<file path="src/rtl/pstq_pkg.sv">
package pstq_pkg;
    typedef enum logic [1:0] {
        AM_OFFSET = 2'd0,
        AM_PRE    = 2'd1,
        AM_POST   = 2'd2
    } amode_t;

    localparam logic [2:0] CLS_POST   = 3'b001;
    localparam logic [2:0] CLS_PRE    = 3'b011;
    localparam logic [2:0] CLS_OFFSET = 3'b010;
    localparam logic [2:0] FIXED_PAT  = 3'b101;
    localparam logic [4:0] SP_INDEX   = 5'd31;
endpackage

</file>
<file path="src/rtl/pstq_decode.sv">
module pstq_decode
    import pstq_pkg::*;
(
    input  logic [31:0] insn,
    input  logic        fp_present,
    output logic [4:0]  rt,
    output logic [4:0]  rt2,
    output logic [4:0]  rn,
    output logic [1:0]  opc,
    output logic [6:0]  imm7,
    output amode_t      mode,
    output logic        wback,
    output logic        legal
);
    logic [2:0] cls;
    logic       cls_ok;

    always_comb begin
        rt   = insn[4:0];
        rn   = insn[9:5];
        rt2  = insn[14:10];
        imm7 = insn[21:15];
        opc  = insn[31:30];
        cls  = insn[25:23];
        unique case (cls)
            CLS_POST: begin mode = AM_POST;   cls_ok = 1'b1; end
            CLS_PRE:  begin mode = AM_PRE;    cls_ok = 1'b1; end
            CLS_OFFSET: begin mode = AM_OFFSET; cls_ok = 1'b1; end
            default:  begin mode = AM_OFFSET; cls_ok = 1'b0; end
        endcase
        legal = fp_present && (opc != 2'b11) && (insn[29:27] == FIXED_PAT)
              && insn[26] && !insn[22] && cls_ok;
        wback = legal && (mode != AM_OFFSET);
    end
endmodule

</file>
<file path="src/rtl/pstq_addr.sv">
module pstq_addr
    import pstq_pkg::*;
#(
    parameter int AW = 64
) (
    input  logic [6:0]    imm7,
    input  logic [1:0]    opc,
    input  amode_t        mode,
    input  logic [4:0]    rn,
    input  logic [AW-1:0] base_x,
    input  logic [AW-1:0] sp_val,
    output logic [AW-1:0] acc_addr,
    output logic [AW-1:0] wb_value,
    output logic          base_is_sp,
    output logic          sp_misaligned
);
    logic [2:0]    scale;
    logic [AW-1:0] sext;
    logic [AW-1:0] offset;
    logic [AW-1:0] base;
    logic [AW-1:0] moved;

    always_comb begin
        scale         = 3'd2 + {1'b0, opc};
        sext          = {{(AW-7){imm7[6]}}, imm7};
        offset        = sext << scale;
        base_is_sp    = (rn == SP_INDEX);
        base          = base_is_sp ? sp_val : base_x;
        moved         = base + offset;
        acc_addr      = (mode == AM_POST) ? base : moved;
        wb_value      = moved;
        sp_misaligned = base_is_sp && (sp_val[3:0] != 4'd0);
    end
endmodule

</file>
<file path="src/rtl/pstq_pack.sv">
module pstq_pack #(
    parameter int EW = 128
) (
    input  logic [EW-1:0]   vreg_a,
    input  logic [EW-1:0]   vreg_b,
    input  logic [1:0]      opc,
    input  logic            big_endian,
    output logic [2*EW-1:0] data
);
    localparam int NSIZE = 3;

    logic [NSIZE-1:0][2*EW-1:0] cand;

    for (genvar g = 0; g < NSIZE; g++) begin : g_size
        localparam int W = 32 << g;
        logic [2*W-1:0] pair;
        always_comb begin
            pair    = big_endian ? {vreg_a[W-1:0], vreg_b[W-1:0]}
                                 : {vreg_b[W-1:0], vreg_a[W-1:0]};
            cand[g] = (2*EW)'(pair);
        end
    end

    always_comb begin
        data = (opc < 2'(NSIZE)) ? cand[opc] : '0;
    end
endmodule

</file>
<file path="src/rtl/pair_store_agu.sv">
module pair_store_agu
    import pstq_pkg::*;
#(
    parameter int AW = 64,
    parameter int EW = 128
) (
    input  logic            clk,
    input  logic            rst_n,
    input  logic            in_valid,
    input  logic [31:0]     insn,
    input  logic [AW-1:0]   base_x,
    input  logic [AW-1:0]   sp_val,
    input  logic [EW-1:0]   vreg_a,
    input  logic [EW-1:0]   vreg_b,
    input  logic            big_endian,
    input  logic            fp_present,
    output logic            out_valid,
    output logic [4:0]      rt_idx,
    output logic [4:0]      rt2_idx,
    output logic [4:0]      rn_idx,
    output logic [1:0]      addr_mode,
    output logic [AW-1:0]   acc_addr,
    output logic [$clog2(EW/4):0] acc_bytes,
    output logic [2*EW-1:0] store_data,
    output logic            store_en,
    output logic            wb_en,
    output logic [AW-1:0]   wb_value,
    output logic            base_is_sp,
    output logic            undef,
    output logic            sp_align_fault,
    output logic            tag_check
);
    localparam int BW = $clog2(EW/4) + 1;

    typedef struct packed {
        logic [4:0]      rt;
        logic [4:0]      rt2;
        logic [4:0]      rn;
        logic [1:0]      mode;
        logic [AW-1:0]   addr;
        logic [BW-1:0]   bytes;
        logic [2*EW-1:0] data;
        logic            st;
        logic            wb;
        logic [AW-1:0]   wbv;
        logic            bsp;
        logic            undef;
        logic            fault;
        logic            tag;
    } res_t;

    logic [4:0]      dec_rt, dec_rt2, dec_rn;
    logic [1:0]      dec_opc;
    logic [6:0]      dec_imm;
    amode_t          dec_mode;
    logic            dec_wback, dec_legal;
    logic [AW-1:0]   a_addr, a_wbv;
    logic            a_bsp, a_mis;
    logic [2*EW-1:0] p_data;

    res_t res_d, res_q;
    logic valid_d, valid_q;

    pstq_decode u_dec (
        .insn(insn), .fp_present(fp_present),
        .rt(dec_rt), .rt2(dec_rt2), .rn(dec_rn), .opc(dec_opc), .imm7(dec_imm),
        .mode(dec_mode), .wback(dec_wback), .legal(dec_legal)
    );

    pstq_addr #(.AW(AW)) u_addr (
        .imm7(dec_imm), .opc(dec_opc), .mode(dec_mode), .rn(dec_rn),
        .base_x(base_x), .sp_val(sp_val),
        .acc_addr(a_addr), .wb_value(a_wbv), .base_is_sp(a_bsp), .sp_misaligned(a_mis)
    );

    pstq_pack #(.EW(EW)) u_pack (
        .vreg_a(vreg_a), .vreg_b(vreg_b), .opc(dec_opc), .big_endian(big_endian),
        .data(p_data)
    );

    always_comb begin
        res_t nxt;
        logic flt;
        flt        = dec_legal && a_mis;
        nxt        = '0;
        nxt.rt     = dec_rt;
        nxt.rt2    = dec_rt2;
        nxt.rn     = dec_rn;
        nxt.undef  = !dec_legal;
        if (dec_legal) begin
            nxt.mode  = dec_mode;
            nxt.addr  = a_addr;
            nxt.bytes = BW'(8) << dec_opc;
            nxt.data  = p_data;
            nxt.wbv   = a_wbv;
            nxt.bsp   = a_bsp;
            nxt.fault = flt;
            nxt.st    = !flt;
            nxt.wb    = dec_wback && !flt;
            nxt.tag   = dec_wback || !a_bsp;
        end
        res_d   = in_valid ? nxt : res_q;
        valid_d = in_valid;
    end

    always_ff @(posedge clk) begin
        if (!rst_n) begin
            res_q   <= '0;
            valid_q <= 1'b0;
        end else begin
            res_q   <= res_d;
            valid_q <= valid_d;
        end
    end

    assign out_valid      = valid_q;
    assign rt_idx         = res_q.rt;
    assign rt2_idx        = res_q.rt2;
    assign rn_idx         = res_q.rn;
    assign addr_mode      = res_q.mode;
    assign acc_addr       = res_q.addr;
    assign acc_bytes      = res_q.bytes;
    assign store_data     = res_q.data;
    assign store_en       = res_q.st;
    assign wb_en          = res_q.wb;
    assign wb_value       = res_q.wbv;
    assign base_is_sp     = res_q.bsp;
    assign undef          = res_q.undef;
    assign sp_align_fault = res_q.fault;
    assign tag_check      = res_q.tag;
endmodule

</file>
<file path="config.mk">
export PLATFORM = sky130hd
export DESIGN_NAME = pair_store_agu
export DESIGN_NICKNAME = d
export VERILOG_FILES = /design/src/rtl/pstq_pkg.sv /design/src/rtl/pstq_decode.sv /design/src/rtl/pstq_addr.sv /design/src/rtl/pstq_pack.sv /design/src/rtl/pair_store_agu.sv
export SDC_FILE = /design/constraint.sdc
export NUM_CORES = 1
export LEC_CHECK = 0
export BUFFER_PORTS_ARGS = -buffer_cell sky130_fd_sc_hd__buf_2
export CAP_MARGIN = 15
export CORE_AREA = 2 2 327 329
export CTS_CLUSTER_SIZE = 24
export DETAILED_ROUTE_END_ITERATION = 16
export DIE_AREA = 0 0 329 331
export HOLD_SLACK_MARGIN = 0.05
export SYNTH_ARGS = -nofsm -noshare
export SYNTH_HDL_FRONTEND = slang
export SYNTH_SLANG_ARGS = --single-unit
</file>
<file path="constraint.sdc">
create_clock -name clk -period 4.3 [get_ports clk]
set_clock_uncertainty 0.05 [all_clocks]
set_input_delay 0.43 -clock clk [delete_from_list [all_inputs] [get_ports clk]]
set_output_delay 0.43 -clock clk [all_outputs]
set_load 0.05 [all_outputs]
</file>
== Word-level counts from Yosys, hierarchy flattened ==
Index checks and enable logic that the tools add are counted.

* Input bits: 421
* Bits in registers: 414
* Logic and storage cells: 57
* Output and inout bits: 414

* Eq/ne operators: 7
* $lt $le $gt $ge: 2
* Add/sub/neg operators: 2
* Multiplexer cells: 12
* Reductions and logical operators: 17
* Shifts and indexed selects: 2

{| class="wikitable"
|+ Operators with widths
! kind !! count
|-
| $mux W256 || 3
|-
| $bmux W256 S2 || 1
|-
| $mux W395 || 1
|-
| $mux W64 || 3
|-
| $mux W128 || 1
|-
| $add A64 B64 Y64 || 1
|-
| $shl A64 B3 Y64 || 1
|-
| $logic_and A1 B1 Y1 || 9
|-
| $eq A3 B2 Y1 const B || 2
|-
| $shl A4 B2 Y6 const A || 1
|-
| $eq A5 B5 Y1 const B || 1
|-
| $logic_not A1 Y1 || 4
|-
| $pmux W2 S2 || 1
|-
| $reduce_bool A4 Y1 || 1
|-
| $add A2 B2 Y3 const A || 1
|-
| $eq A3 B1 Y1 const B || 1
|-
| $eq A3 B3 Y1 const B || 1
|-
| $lt A2 B3 Y1 const B || 1
|-
| $reduce_or A3 Y1 || 1
|-
| $eq A2 B2 Y1 const B || 1
|-
| $lt A2 B2 Y1 const B || 1
|-
| $mux W2 || 1
|-
| $ne A2 B2 Y1 const B || 1
|-
| $reduce_bool A2 Y1 || 1
|-
| 2 further kinds || 2
|}

== Logic depth before layout (Yosys ltp) ==
* Depth in word-level cells: 10
* Mapped depth: 18

== Modules after synthesis ==
Synthesis repeated with hierarchy kept, for this count alone.

* Cells, all modules: 3405
* Area total of the unflattened synthesis: 27562.7 um2

{| class="wikitable"
|+ By module, submodules not included
! module !! area each (um2) !! cells each !! times used !! seq. area each (um2)
|-
| pair_store_agu || 16439.5 || 1768 || 1 || 8227.9
|-
| pstq_addr || 5719.2 || 981 || 1 || 0.0
|-
| pstq_pack || 5161.2 || 623 || 1 || 0.0
|-
| pstq_decode || 242.7 || 33 || 1 || 0.0
|}

== Worst setup path before layout ==
OpenSTA, ideal clock, no wires.

* Path type: input-to-reg
* Start point: in insn[7]
* End point: reg res_q (netlist bit acc_addr[59])
* Data arrival time: 4.302 ns
* Setup slack: -0.177 ns
* Stages: 17
* Required time: 4.125 ns
* Setup time: 0.125 ns
* Cell sequence: and4_1 buf_2 nand2_1 clkbuf_1 mux2_2 ha_1 clkbuf_1 nand2_1 o211ai_1 a21oi_1 or3_1 o31a_1 a211oi_1 o211ai_1 a21oi_1 nor2_1 o41a_1

* Longest elaborated chain between the ends: 5

{| class="wikitable"
|+ RTL lines
! what !! RTL line !! source
|-
| from (decl) || pair_store_agu.sv:10 || <nowiki>input logic [31:0] insn,</nowiki>
|-
| $eq A5 B5 Y1 (*) || pstq_addr.sv:27 || <nowiki>base_is_sp = (rn == SP_INDEX);</nowiki>
|-
| $mux W64 (*) || pstq_addr.sv:28 || <nowiki>base = base_is_sp ? sp_val : base_x;</nowiki>
|-
| $add A64 B64 Y64 || pstq_addr.sv:29 || <nowiki>moved = base + offset;</nowiki>
|-
| $mux W64 (*) || pstq_addr.sv:30 || <nowiki>acc_addr = (mode == AM_POST) ? base : moved;</nowiki>
|-
| $mux W395 (*) || pair_store_agu.sv:90 || <nowiki>if (dec_legal) begin</nowiki>
|-
| to (signal assigned) || pair_store_agu.sv:111 || <nowiki>res_q <= res_d;</nowiki>
|-
| to (decl) || pair_store_agu.sv:61 || <nowiki>res_t res_d, res_q;</nowiki>
|}

Mark *: on every way between the ends. The rest lies on a longest branch, timed or not.
A chain may end at the register's enable or synchronous reset.

== Worst setup path in the final report ==
* Start point: in insn[6]
* End point: reg res_q (netlist bit acc_addr[39])

Same word-level chain as after synthesis.

==> results.sh <==
export IMPL_num_vias=25440
export IMPL_synth_ff_type="dfxtp_1"
export IMPL_hpwl_microns=102000
export IMPL_cts_tree="built"
export IMPL_slew_viol_final=0
export IMPL_ys_ff_latch=411
export IMPL_ff_latch_area_sq_um=8230
export IMPL_outcome="finished clean"
export IMPL_async_reset_ff_frac=0
export IMPL_power_total_mw=10.4
export IMPL_fill_cells=11187
export IMPL_power_density_nw_per_um2=322
export IMPL_setup_slack_ns=0.432
export IMPL_relSlewSlack=0.306
export IMPL_max_freq_mhz=259
export IMPL_path_buf_inv=4
export IMPL_worstHoldEndpoint="store_data[0]"
export IMPL_clock_sinks=411
export IMPL_hp_start="vreg_b[0]"
export IMPL_grt_total_usage=0.222
export IMPL_initial_utilization=0.210
export IMPL_die_w_microns=329
export IMPL_cp_start_kind="primary input"
export IMPL_cts_buffers=50
export IMPL_synth_edf_count=0
export IMPL_wire_per_inst_microns=25.1
export IMPL_wirelength_microns=128000
export IMPL_syn_inst=2616
export IMPL_grt_max_degree=94
export IMPL_finalSetupViolCount=0
export IMPL_cts_buffer_depth=3
export IMPL_grt_overflow=0
export IMPL_r2r_cells=3
export IMPL_multi_input_area_sq_um=13100
export IMPL_crit_arrival_ns=4.28
export IMPL_dpl_instance_area_sq_um=28800
export IMPL_drc=0
export IMPL_nets=4142
export IMPL_period_minus_slack_ns=3.87
export IMPL_port_buffers=831
export IMPL_grt_pass1_wl_microns=175000
export IMPL_p_leak_nw=15.0
export IMPL_r2r_start="acc_addr[42]"
export IMPL_htree_levels=2
export IMPL_setup_tns_ns=0
export IMPL_grt_pass1_vias=24005
export IMPL_slowest_stage="o21ai_0"
export IMPL_root_buffer="clkbuf_16"
export IMPL_synth_cell_types=80
export IMPL_reg2reg_to="acc_addr[42]"
export IMPL_finalCritPeriodShare=0.899
export IMPL_worstSkewPairLatency_ns=0.61
export IMPL_worstSetupPathType="in -> reg"
export IMPL_path_common_cell="a21oi_1"
export IMPL_worst_pin_slew_ns=1.01
export IMPL_antenna_found_initial=75
export IMPL_hold_path_class="in -> reg"
export IMPL_place_congestion=0.964
export IMPL_cts_setup_buffers=0
export IMPL_ir_worst_vdd_mv=0.323
export IMPL_pre_cts_ws_ns=-0.136
export IMPL_first_pass_iters=6
export IMPL_worstSetupEndpointType="register"
export IMPL_drive_above_1_share=0.319
export IMPL_dp_cells=4814
export IMPL_hold_viol_final=0
export IMPL_syn_cell_area_sq_um=22100
export IMPL_drtIter0Drc=2123
export IMPL_path_cells="buf_2 > and4_1 > nand2_4 > buf_12 > mux2_2 > ha_1 > nand2_1 > o21ai_0 > a21oi_1 > or3_1 > o31a_1 > a21oi_1 > buf_4 > a21oi_1 > o21ai_0 > buf_4 > mux2i_1 > a21oi_1"
export IMPL_ys_warn_count=0
export IMPL_critPathMaxStageDelay_ns=0.42
export IMPL_core_sq_um=105000
export IMPL_ant_nets=0
export IMPL_clk_pin_slew_worst_paths_ns=0.06
export IMPL_maxCapViolCount=0
export IMPL_path_max_fanout=21
export IMPL_timing_reg2reg_setup_slack_ns=3.16
export IMPL_rsz0062_at_grt="no"
export IMPL_cp_required_ns=4.71
export IMPL_final_area_sq_um=32200
export IMPL_die_y_microns=331
export IMPL_fp_row_count=119
export IMPL_fin_cells=5106
export IMPL_hold_buffers=174
export IMPL_die_area_sq_um=109000
export IMPL_syn_avg_cell_area_sq_um=8.45
export IMPL_io_pins=835
export IMPL_fin_util=0.307
export IMPL_hold_ws_ns=0.0941
export IMPL_critPathTopFamily="compound AO/OA/AOI/OAI gates"
export IMPL_min_delay_path_depth=3
export IMPL_viasPerCell=4.98
export IMPL_ctsResizeCount=0
export IMPL_area_growth_pct=45.9
export IMPL_yosysSeqAreaShare=0.372
## logic make-up (layout without fill, tap and decap cells)
family	Yosys count	count (layout)	synth area share
AOI/OAI and AO/OA	815	815	0.229
and+or+nand+nor	671	671	0.131
DFF	411	411	0.372
muxes	347	347	0.161
buffers and inverters	239	1298	0.0416
adders and majority gates	72	72	0.0411
xor gates and xnor gates	60	60	0.0238
other	1	41	0.000170
## worst max-delay path by stage
stage                 start            to  slack [ns]  cells past startpoint
floorplan           insn[7]  acc_addr[57]        0.03                     15
global placement    insn[7]  acc_addr[52]       -0.16                     17
detailed placement  insn[7]  acc_addr[57]       -0.14                     16
CTS                 insn[7]  acc_addr[57]        0.53                     16
global route        insn[7]  acc_addr[39]        0.20                     18
finish              insn[6]  acc_addr[39]        0.43                     18
## synthesized netlist by cell type, types with 6 or more instances
cell type,count,share of area
and3_1,9,0.0025
dfxtp_1,411,0.37
o22ai_1,105,0.030
nand4_1,42,0.012
nand3_1,22,0.0050
inv_1,32,0.0054
nand2_1,296,0.050
nand2b_1,6,0.0017
o21bai_1,18,0.0061
nand3b_1,6,0.0020
a21oi_1,204,0.046
mux2i_1,284,0.13
and2_1,8,0.0023
or3_1,6,0.0017
nor3_1,16,0.0036
o21ai_0,255,0.058
nor2_1,226,0.038
a222oi_1,23,0.010
a211oi_1,9,0.0031
mux2_2,62,0.032
a22o_1,29,0.011
o21a_1,10,0.0034
clkbuf_1,189,0.032
xnor2_1,46,0.018
xor2_1,14,0.0055
nor4_1,6,0.0017
a22oi_1,21,0.0071
a31oi_1,16,0.0045
a21o_1,45,0.015
a221oi_1,16,0.0063
ha_1,71,0.040
o211ai_1,14,0.0048
buf_1,9,0.0015
## report_power, final
group	switching, mW	internal, mW
Combinational	1.30	0.916
Clock	1.84	2.50
Sequential	0.00635	3.82
Total	3.15	7.24
## worst register-to-register path: stages, from the launching register on
cell and delay, ns:
dfxtp_1 0.36, a22oi_1 0.30, o311a_1 0.21, a21oi_1 0.06
## sequential cells by signal, summed over array words and instances (netlist names), 2 cells and up
| register | count |
|---|---|
| rt2_idx | 5 |
| acc_addr | 64 |
| rt_idx | 5 |
| addr_mode | 2 |
| store_data | 256 |
| wb_value | 64 |
| rn_idx | 5 |
| acc_bytes | 3 |
## final cells by class
| class | count | share of cell area |
|---|---|---|
| Sequential cell | 411 | 0.255 |
| Timing Repair Buffer | 1181 | 0.228 |
| Clock buffer | 64 | 0.0414 |
| Multi-Input combinational cell | 1971 | 0.405 |
| Inverter | 34 | 0.00427 |
| Tap cell | 1391 | 0.0540 |
| Antenna cell | 35 | 0.00272 |
| Clock inverter | 19 | 0.00932 |
## cell usage in the layout (no fill, tap or decap), types with 62 or more instances in the layout
master and n:
buf_2 830, dfxtp_1 411, nand2_1 291, mux2i_1 284, o21ai_0 255, nor2_1 222, a21oi_1 204, dlygate4sd3_1 174
buf_4 166, o22ai_1 105, ha_1 71, mux2_2 62
## metal layers
layer | global-route usage | part of all wire
met2 | 0.360 | 0.45
met1 | 0.270 | 0.40
met3 | 0.0616 | 0.089
met5 | 0 | 0.0017
met4 | 0.106 | 0.055
(Power assumes the default switching activity.)
